$ cat config.mk
export PLATFORM = sky130hd
export DESIGN_NAME = alu_flagged
export DESIGN_NICKNAME = d
export VERILOG_FILES = /design/src/rtl/alu_pkg.sv /design/src/rtl/alu_arith.sv /design/src/rtl/alu_logic.sv /design/src/rtl/alu_status.sv /design/src/rtl/alu_flagged.sv
export SDC_FILE = /design/constraint.sdc
export NUM_CORES = 1
export LEC_CHECK = 0
export BUFFER_PORTS_ARGS = -buffer_cell sky130_fd_sc_hd__buf_2
export CORE_MARGIN = 2
export CORE_UTILIZATION = 50
export DETAILED_ROUTE_END_ITERATION = 7
export PLACE_DENSITY = 0.74
export RECOVER_POWER = 50
export SYNTH_ARGS = -nofsm -noshare
export SYNTH_HDL_FRONTEND = slang
export SYNTH_HIERARCHICAL = 1
export SYNTH_SLANG_ARGS = --single-unit
$ cat constraint.sdc
create_clock -name clk -period 1.35 [get_ports clk]
set_input_delay 0.0675 -clock clk [delete_from_list [all_inputs] [get_ports clk]]
set_output_delay 0.0675 -clock clk [all_outputs]
set_load 0.01 [all_outputs]
$ cat src/rtl/alu_pkg.sv
package alu_pkg;

  typedef enum logic [2:0] {
    OP_ADD = 3'd0,
    OP_ADC = 3'd1,
    OP_SUB = 3'd2,
    OP_SBB = 3'd3,
    OP_AND = 3'd4,
    OP_OR  = 3'd5,
    OP_XOR = 3'd6,
    OP_CMP = 3'd7
  } alu_op_e;

  typedef enum logic [1:0] {
    CTL_TRAP = 2'd0,
    CTL_INTR = 2'd1,
    CTL_DIR  = 2'd2,
    CTL_NONE = 2'd3
  } ctl_sel_e;

  // flag word bit positions
  localparam int FLG_C = 0;
  localparam int FLG_P = 2;
  localparam int FLG_A = 4;
  localparam int FLG_Z = 6;
  localparam int FLG_S = 7;
  localparam int FLG_T = 8;
  localparam int FLG_I = 9;
  localparam int FLG_D = 10;
  localparam int FLG_O = 11;

  typedef struct packed {
    logic o;
    logic s;
    logic z;
    logic a;
    logic p;
    logic c;
  } status_t;

  typedef struct packed {
    logic d;
    logic i;
    logic t;
  } ctl_t;

endpackage

$ cat src/rtl/alu_arith.sv
module alu_arith #(
  parameter int W  = 16,
  parameter int NW = 8
) (
  input  logic [W-1:0] a,
  input  logic [W-1:0] b,
  input  logic         wide,
  input  logic         sub,
  input  logic         cin,
  output logic [W-1:0] sum,
  output logic         cf,
  output logic         af,
  output logic         of
);
  localparam int AUX_BIT = 4;

  logic [W-1:0] b_eff;
  logic         cin_eff;
  logic [W:0]   total;
  logic         c_aux, c_nw, c_nm, c_w, c_wm;
  logic         c_out, c_msb;

  always_comb begin
    b_eff   = sub ? ~b : b;
    cin_eff = sub ? ~cin : cin;
    total   = {1'b0, a} + {1'b0, b_eff} + {{W{1'b0}}, cin_eff};
    sum     = total[W-1:0];
    // carry into bit k recovered as sum ^ a ^ b
    c_aux   = total[AUX_BIT] ^ a[AUX_BIT] ^ b_eff[AUX_BIT];
    c_nw    = total[NW] ^ a[NW] ^ b_eff[NW];
    c_nm    = total[NW-1] ^ a[NW-1] ^ b_eff[NW-1];
    c_w     = total[W];
    c_wm    = total[W-1] ^ a[W-1] ^ b_eff[W-1];
    c_out   = wide ? c_w : c_nw;
    c_msb   = wide ? c_wm : c_nm;
    cf      = c_out ^ sub;
    af      = c_aux ^ sub;
    of      = c_out ^ c_msb;
  end
endmodule

$ cat src/rtl/alu_logic.sv
module alu_logic #(
  parameter int W = 16
) (
  input  logic [W-1:0] a,
  input  logic [W-1:0] b,
  input  logic [1:0]   fn,
  output logic [W-1:0] res
);
  always_comb begin
    unique case (fn)
      2'd0:    res = a & b;
      2'd1:    res = a | b;
      2'd2:    res = a ^ b;
      default: res = '0;
    endcase
  end
endmodule

$ cat src/rtl/alu_status.sv
module alu_status #(
  parameter int W  = 16,
  parameter int NW = 8
) (
  input  logic [W-1:0] res,
  input  logic         wide,
  output logic         zf,
  output logic         sf,
  output logic         pf
);
  localparam int PAR_W = 8;

  always_comb begin
    zf = wide ? (res == '0) : (res[NW-1:0] == '0);
    sf = wide ? res[W-1] : res[NW-1];
    pf = ~^res[PAR_W-1:0];
  end
endmodule

$ cat src/rtl/alu_flagged.sv
module alu_flagged
  import alu_pkg::*;
#(
  parameter int DATA_W = 16,
  parameter int FLAG_W = 16
) (
  input  logic              clk,
  input  logic              rst_n,
  input  logic              op_valid,
  input  logic [2:0]        op_code,
  input  logic              wide,
  input  logic [DATA_W-1:0] a,
  input  logic [DATA_W-1:0] b,
  input  logic              ctl_valid,
  input  logic [1:0]        ctl_sel,
  input  logic              ctl_val,
  output logic [DATA_W-1:0] result,
  output logic [FLAG_W-1:0] flags
);
  localparam int NARROW_W = DATA_W / 2;

  // reset: asynchronous assert, synchronous release
  logic [1:0] rs_q;
  logic       rst_sync_n;

  always_ff @(posedge clk or negedge rst_n) begin
    if (!rst_n) rs_q <= '0;
    else        rs_q <= {rs_q[0], 1'b1};
  end
  assign rst_sync_n = rs_q[1];

  alu_op_e  op;
  ctl_sel_e csel;
  logic     is_logic, is_sub, use_cf, cin;

  status_t  st_q, st_d;
  ctl_t     ctl_q, ctl_d;
  logic     st_en, ctl_en, res_en;
  logic [DATA_W-1:0] res_q, res_d;

  logic [DATA_W-1:0] sum, lres, raw;
  logic              a_cf, a_af, a_of;
  logic              zf, sf, pf;

  always_comb begin
    op       = alu_op_e'(op_code);
    csel     = ctl_sel_e'(ctl_sel);
    is_logic = (op == OP_AND) || (op == OP_OR) || (op == OP_XOR);
    is_sub   = (op == OP_SUB) || (op == OP_SBB) || (op == OP_CMP);
    use_cf   = (op == OP_ADC) || (op == OP_SBB);
    cin      = use_cf & st_q.c;
  end

  alu_arith #(.W(DATA_W), .NW(NARROW_W)) i_arith (
    .a    (a),
    .b    (b),
    .wide (wide),
    .sub  (is_sub),
    .cin  (cin),
    .sum  (sum),
    .cf   (a_cf),
    .af   (a_af),
    .of   (a_of)
  );

  alu_logic #(.W(DATA_W)) i_logic (
    .a   (a),
    .b   (b),
    .fn  (op_code[1:0]),
    .res (lres)
  );

  // width-masked raw result feeds both the flag logic and the register
  always_comb begin
    raw = is_logic ? lres : sum;
    if (!wide) raw = {{(DATA_W-NARROW_W){1'b0}}, raw[NARROW_W-1:0]};
  end

  alu_status #(.W(DATA_W), .NW(NARROW_W)) i_status (
    .res  (raw),
    .wide (wide),
    .zf   (zf),
    .sf   (sf),
    .pf   (pf)
  );

  // next-state
  always_comb begin
    st_en   = op_valid;
    res_en  = op_valid && (op != OP_CMP);
    ctl_en  = ctl_valid && (csel != CTL_NONE);

    st_d.c  = is_logic ? 1'b0 : a_cf;
    st_d.a  = is_logic ? 1'b0 : a_af;
    st_d.o  = is_logic ? 1'b0 : a_of;
    st_d.z  = zf;
    st_d.s  = sf;
    st_d.p  = pf;

    res_d   = raw;

    ctl_d   = ctl_q;
    unique case (csel)
      CTL_TRAP: ctl_d.t = ctl_val;
      CTL_INTR: ctl_d.i = ctl_val;
      CTL_DIR:  ctl_d.d = ctl_val;
      default:  ctl_d   = ctl_q;
    endcase
  end

  // registers
  always_ff @(posedge clk or negedge rst_sync_n) begin
    if (!rst_sync_n) begin
      st_q  <= '0;
      ctl_q <= '0;
      res_q <= '0;
    end else begin
      if (st_en)  st_q  <= st_d;
      if (ctl_en) ctl_q <= ctl_d;
      if (res_en) res_q <= res_d;
    end
  end

  always_comb begin
    result        = res_q;
    flags         = '0;
    flags[FLG_C]  = st_q.c;
    flags[FLG_P]  = st_q.p;
    flags[FLG_A]  = st_q.a;
    flags[FLG_Z]  = st_q.z;
    flags[FLG_S]  = st_q.s;
    flags[FLG_T]  = ctl_q.t;
    flags[FLG_I]  = ctl_q.i;
    flags[FLG_D]  = ctl_q.d;
    flags[FLG_O]  = st_q.o;
  end
endmodule

# Yosys cells after proc, flatten, opt, wreduce, memory -nomap -nowiden
# Index checks and enable logic that the tools add are counted.
# totals
wordCells	70
out_inout_bits	32
latch_bits	0
ramBits	0
n_memories	0
ff_bits	27
mem_bits_ro	0
# classes
magnitude_cmp	0
n_shift	0
addsub	2
multipliers	0
n_mux	12
n_div	0
reduce_logical	15
n_eq_ne	13
bitwise	17
# op_table
cell	count
$mux W16	3
$pmux W16 S3	1
$add A16 B16 Y17	1
$add A17 B1 Y17	1
$and A16 B16 Y16	1
$logic_not A16 Y1	1
$not A16 Y16	1
$or A16 B16 Y16	1
$xor A16 B16 Y16	1
$eq A3 B3 Y1 const B	4
$xor A1 B1 Y1	11
$logic_not A8 Y1	1
$mux W1	8
$reduce_xnor A8 Y1	1
$eq A3 B2 Y1 const B	2
$reduce_and A2 Y1	3
$logic_or A1 B1 Y1	5
$eq A2 B1 Y1 const B	2
$eq A2 B2 Y1 const B	2
$logic_not A2 Y1	2
$eq A3 B1 Y1 const B	1
$ne A3 B3 Y1 const B	1
$logic_and A1 B1 Y1	2
$ne A2 B2 Y1 const B	1
other kinds (2)	2

# Longest topological paths before layout
# logic_depth
ltp_word	11
depth_mapped	22
depth_no_buf	19

# By module
# Netlist, hierarchy kept.
# modules_own_cells
mod	n_inst	area_per_inst_um2	cells_per_inst
alu_flagged	1	1516.5	168
alu_arith	1	985.9	118
alu_logic	1	920.9	103
alu_status	1	152.6	22

# Worst setup path after synthesis
# No wires, ideal clock.
# synth_timing
path_type	input to register
startpoint	input op_code[2]
endpoint	register st_q, in the netlist flags[6]
path_slack_ps	-2528
arrival_ps	3753
cell_stages	21
cell_sequence	clkbuf_1 -> a21boi_0 -> buf_2 -> buf_1 -> xnor2_1 -> fa_1 -> fa_1 -> inv_1 -> a21oi_1 -> o21bai_4 -> a21oi_2 -> o21ai_1 -> a21o_1 -> a21oi_1 -> xnor2_1 -> nand2_1 -> a21boi_0 -> nor4_1 -> nand2_1 -> a21oi_2 -> mux2_2
# synth_lines
item	line_no	source
start, declared	alu_flagged.sv:10	input logic [2:0] op_code,
end signal, assigned	alu_flagged.sv:118	if (st_en) st_q <= st_d;
end, declared	alu_flagged.sv:36	status_t st_q, st_d;

==> impl_metrics.env <==
export IMPL_worstPathArrival_ns=3.36
export IMPL_port_buffers=67
export IMPL_drc=0
export IMPL_cp_required_ns=1.52
export IMPL_cts_inserted_buffers=3
export IMPL_seq_area_frac_synth=0.189
export IMPL_min_from="ctl_val"
export IMPL_synthAdderAreaFrac=0.190
export IMPL_drv_slew=0
export IMPL_cts_root_buf="clkbuf_8"
export IMPL_yosys_area_top_type="dfrtp_1"
export IMPL_worst_slack_ns=-1.85
export IMPL_drive_gt1_frac=0.457
export IMPL_regToRegStartpoint="flags[0]$_DFFE_PN0P_"
export IMPL_vias_per_cell=5.41
export IMPL_synthTopCellsByCount="inv_1, nand2_1, ha_1"
export IMPL_std_cell_rows=30
export IMPL_synthXorXnorAreaFrac=0.112
export IMPL_max_cap_violations=0
export IMPL_die_width_um=88.6
export IMPL_endpoint_kind="flop"
export IMPL_clock_latency_ns=0.28
export IMPL_layout_nets=670
export IMPL_async_flop_share=1.00
export IMPL_finalCritPeriodShare=2.37
export IMPL_clock_path_buffers=2
export IMPL_antenna_found_initial=0
export IMPL_synthDistinctLibCells=54
export IMPL_core_um2=6870
export IMPL_antenna_left=0
export IMPL_muxShareOfSynthArea=0.0665
export IMPL_worst_setup_path_type="flop to flop"
export IMPL_netlist_area_leader_share=0.189
export IMPL_maxSlewHeadroom=0.578
export IMPL_cts_max_level=1
export IMPL_grt_total_usage=0.261
export IMPL_num_antenna_cells=0
export IMPL_areaGrowthSynthToFinish_pct=42.7
export IMPL_drtIter0Drc=363
export IMPL_dp_hpwl_um=7770
export IMPL_powerDensity_nw_per_um2=992
export IMPL_max_freq_ghz=0.313
export IMPL_fin_hold_ws_ns=0.0502
export IMPL_cts_sinks=27
export IMPL_fin_cells=669
export IMPL_synth_compound_area_frac=0.212
export IMPL_io_pin_count=75
export IMPL_fin_util=0.743
export IMPL_synth_simple_area_share=0.119
export IMPL_p_leak_uw=0.00271
export IMPL_syn_inst=411
export IMPL_grt_pass1_wl_um=16100
export IMPL_dr_pass1_iters=4
export IMPL_synthFlopType="dfrtp_1"
export IMPL_power_uw=5060
export IMPL_violations="setup timing"
export IMPL_wl_per_cell_um=15.6
export IMPL_synth_area_um2=3580
export IMPL_synth_most_common_cell="inv_1"
export IMPL_cts_tree="done"
export IMPL_critPathLaunchType="flop"
export IMPL_min_period_ns=3.20
export IMPL_grt_max_degree=26
export IMPL_fp_dieArea_um2=7840
export IMPL_synth_edf_count=0
export IMPL_peakVddDrop_mv=0.475
export IMPL_fp_dieH_um=88.6
export IMPL_rsz0062_at_grt="true"
export IMPL_synthTopCellsByArea="dfrtp_1, ha_1, xnor2_1, inv_1, nand2_1"
export IMPL_path_max_fanout=3
export IMPL_overflow=0
export IMPL_yosysWarningCount=6
export IMPL_critPathLaunch="flags[0]$_DFFE_PN0P_"
export IMPL_worst_pin_slew_ns=0.634
export IMPL_dp_cells=657
export IMPL_routed_wl_um=10400
export IMPL_start_util=0.521
export IMPL_grt_pass1_vias=3557
export IMPL_gp_congestion=0.886
export IMPL_fin_skew_ns=0.00540
export IMPL_syn_area_per_cell_um2=8.70
export IMPL_setup_viol=22
export IMPL_status="finished with violations"
export IMPL_ys_seq_elements=27
export IMPL_synth_top_family_by_area="compound AO/OA/AOI/OAI gates"
export IMPL_num_vias=3619
export IMPL_hold_class="input port to flop"
export IMPL_hold_viol=0
export IMPL_clk_pin_slew_ns=0.10
[final cells by class]
cell class	instances	area, µm²
Inverter	53	199
Sequential cell	27	676
Clock inverter	1	7.51
Tap cell	96	120
Fill cell	460	1770
Timing Repair Buffer	177	1190
Clock buffer	3	41.3
Multi-Input combinational cell	312	2870
[layer usage]
layer	wire (µm)	GRT usage	vias up	part of all wire
li1	-	-	1727	-
met1	4420	0.338	1695	0.42
met2	5120	0.452	170	0.49
met3	667	0.0326	27	0.064
met4	214	0.0826	0	0.021
met5	0	0	-	0
[cells by family after synthesis]
family | count (synthesis)
DFF | 27
other | 2
xor gates and xnor gates | 45
buffers and inverters | 78
AOI/OAI and AO/OA | 95
adders and majority gates | 53
and+or+nand+nor | 88
muxes | 23
[metrics by stage]
stage               setup WS, ns  TNS (ns)  area [µm²]
finish                     -1.85    -28.10        5100
global route               -1.98    -30.56        5100
CTS                        -1.72    -25.71        4950
detailed placement         -2.13    -31.94        4660
global placement           -2.02    -30.34        4660
floorplan                  -1.85    -25.55        3670
[where the power goes]
group	internal, µW	total (µW)	switching, µW
sequential	979	1110	133
combinational	1800	3460	1660
clock	210	488	278
total	2990	5060	2070
[cell usage in the layout, fill, tap and decap left out, types with 4 or more instances in the layout]
| cell | instances |
|---|---|
| xnor2_1 | 13 |
| conb_1 | 8 |
| dfrtp_1 | 27 |
| ha_1 | 48 |
| mux2_2 | 4 |
| nand2_1 | 51 |
| o22ai_1 | 17 |
| a21oi_2 | 13 |
| buf_2 | 66 |
| a21oi_1 | 7 |
| a221o_1 | 8 |
| and3_1 | 7 |
| mux2i_1 | 17 |
| a21boi_1 | 4 |
| o21ai_1 | 4 |
| buf_4 | 101 |
| inv_2 | 6 |
| xnor2_2 | 10 |
| inv_1 | 47 |
| o22ai_2 | 14 |
| nor2_1 | 4 |
| buf_6 | 7 |
| xor2_1 | 18 |
| nand3_1 | 6 |
[worst paths after layout]
check                                        end  slack [ns]  depth (start not counted)
max in group asynchronous  result[7]$_DFFE_PN0P_        0.60                          1
min reg2reg                flags[11]$_DFFE_PN0P_        0.35                          1
min in group asynchronous      rs_q[0]$_DFF_PN0_        0.09                          2
min                         flags[9]$_DFFE_PN0P_        0.05                          2
max                         flags[6]$_DFFE_PN0P_       -1.85                         19
max reg2reg                 flags[6]$_DFFE_PN0P_       -1.85                         19
[sequential cells by signal, summed over array words and instances, names as in the netlist]
signal / cells
result: 16
flags: 9
rs_q: 2
[repair_timing]
item / in CTS / in global routing
setup endpoints to repair: 22 / 22
pin swaps: 11 / 23
gates resized for setup: 32 / 34
hold endpoints to repair: 2 / 0
hold buffers: 1 / 0
buffers inserted: 12 / 5
[worst max-delay path: stages (launching register included)]
cell and delay (ns):
dfrtp_1 0.40, inv_2 0.07, nor3_4 0.15, xnor2_1 0.11, fa_2 0.37, fa_2 0.36, inv_2 0.08, a21oi_4 0.06
o21bai_4 0.18, a21oi_2 0.09, o21ai_2 0.15, a21o_1 0.14, a21oi_2 0.07, xnor2_2 0.17, nand2_1 0.07, a21boi_1 0.15
nor4_1 0.07, nand2_1 0.08, a21oi_2 0.05, mux2_4 0.25
Power figures use the tool's default switching activity.
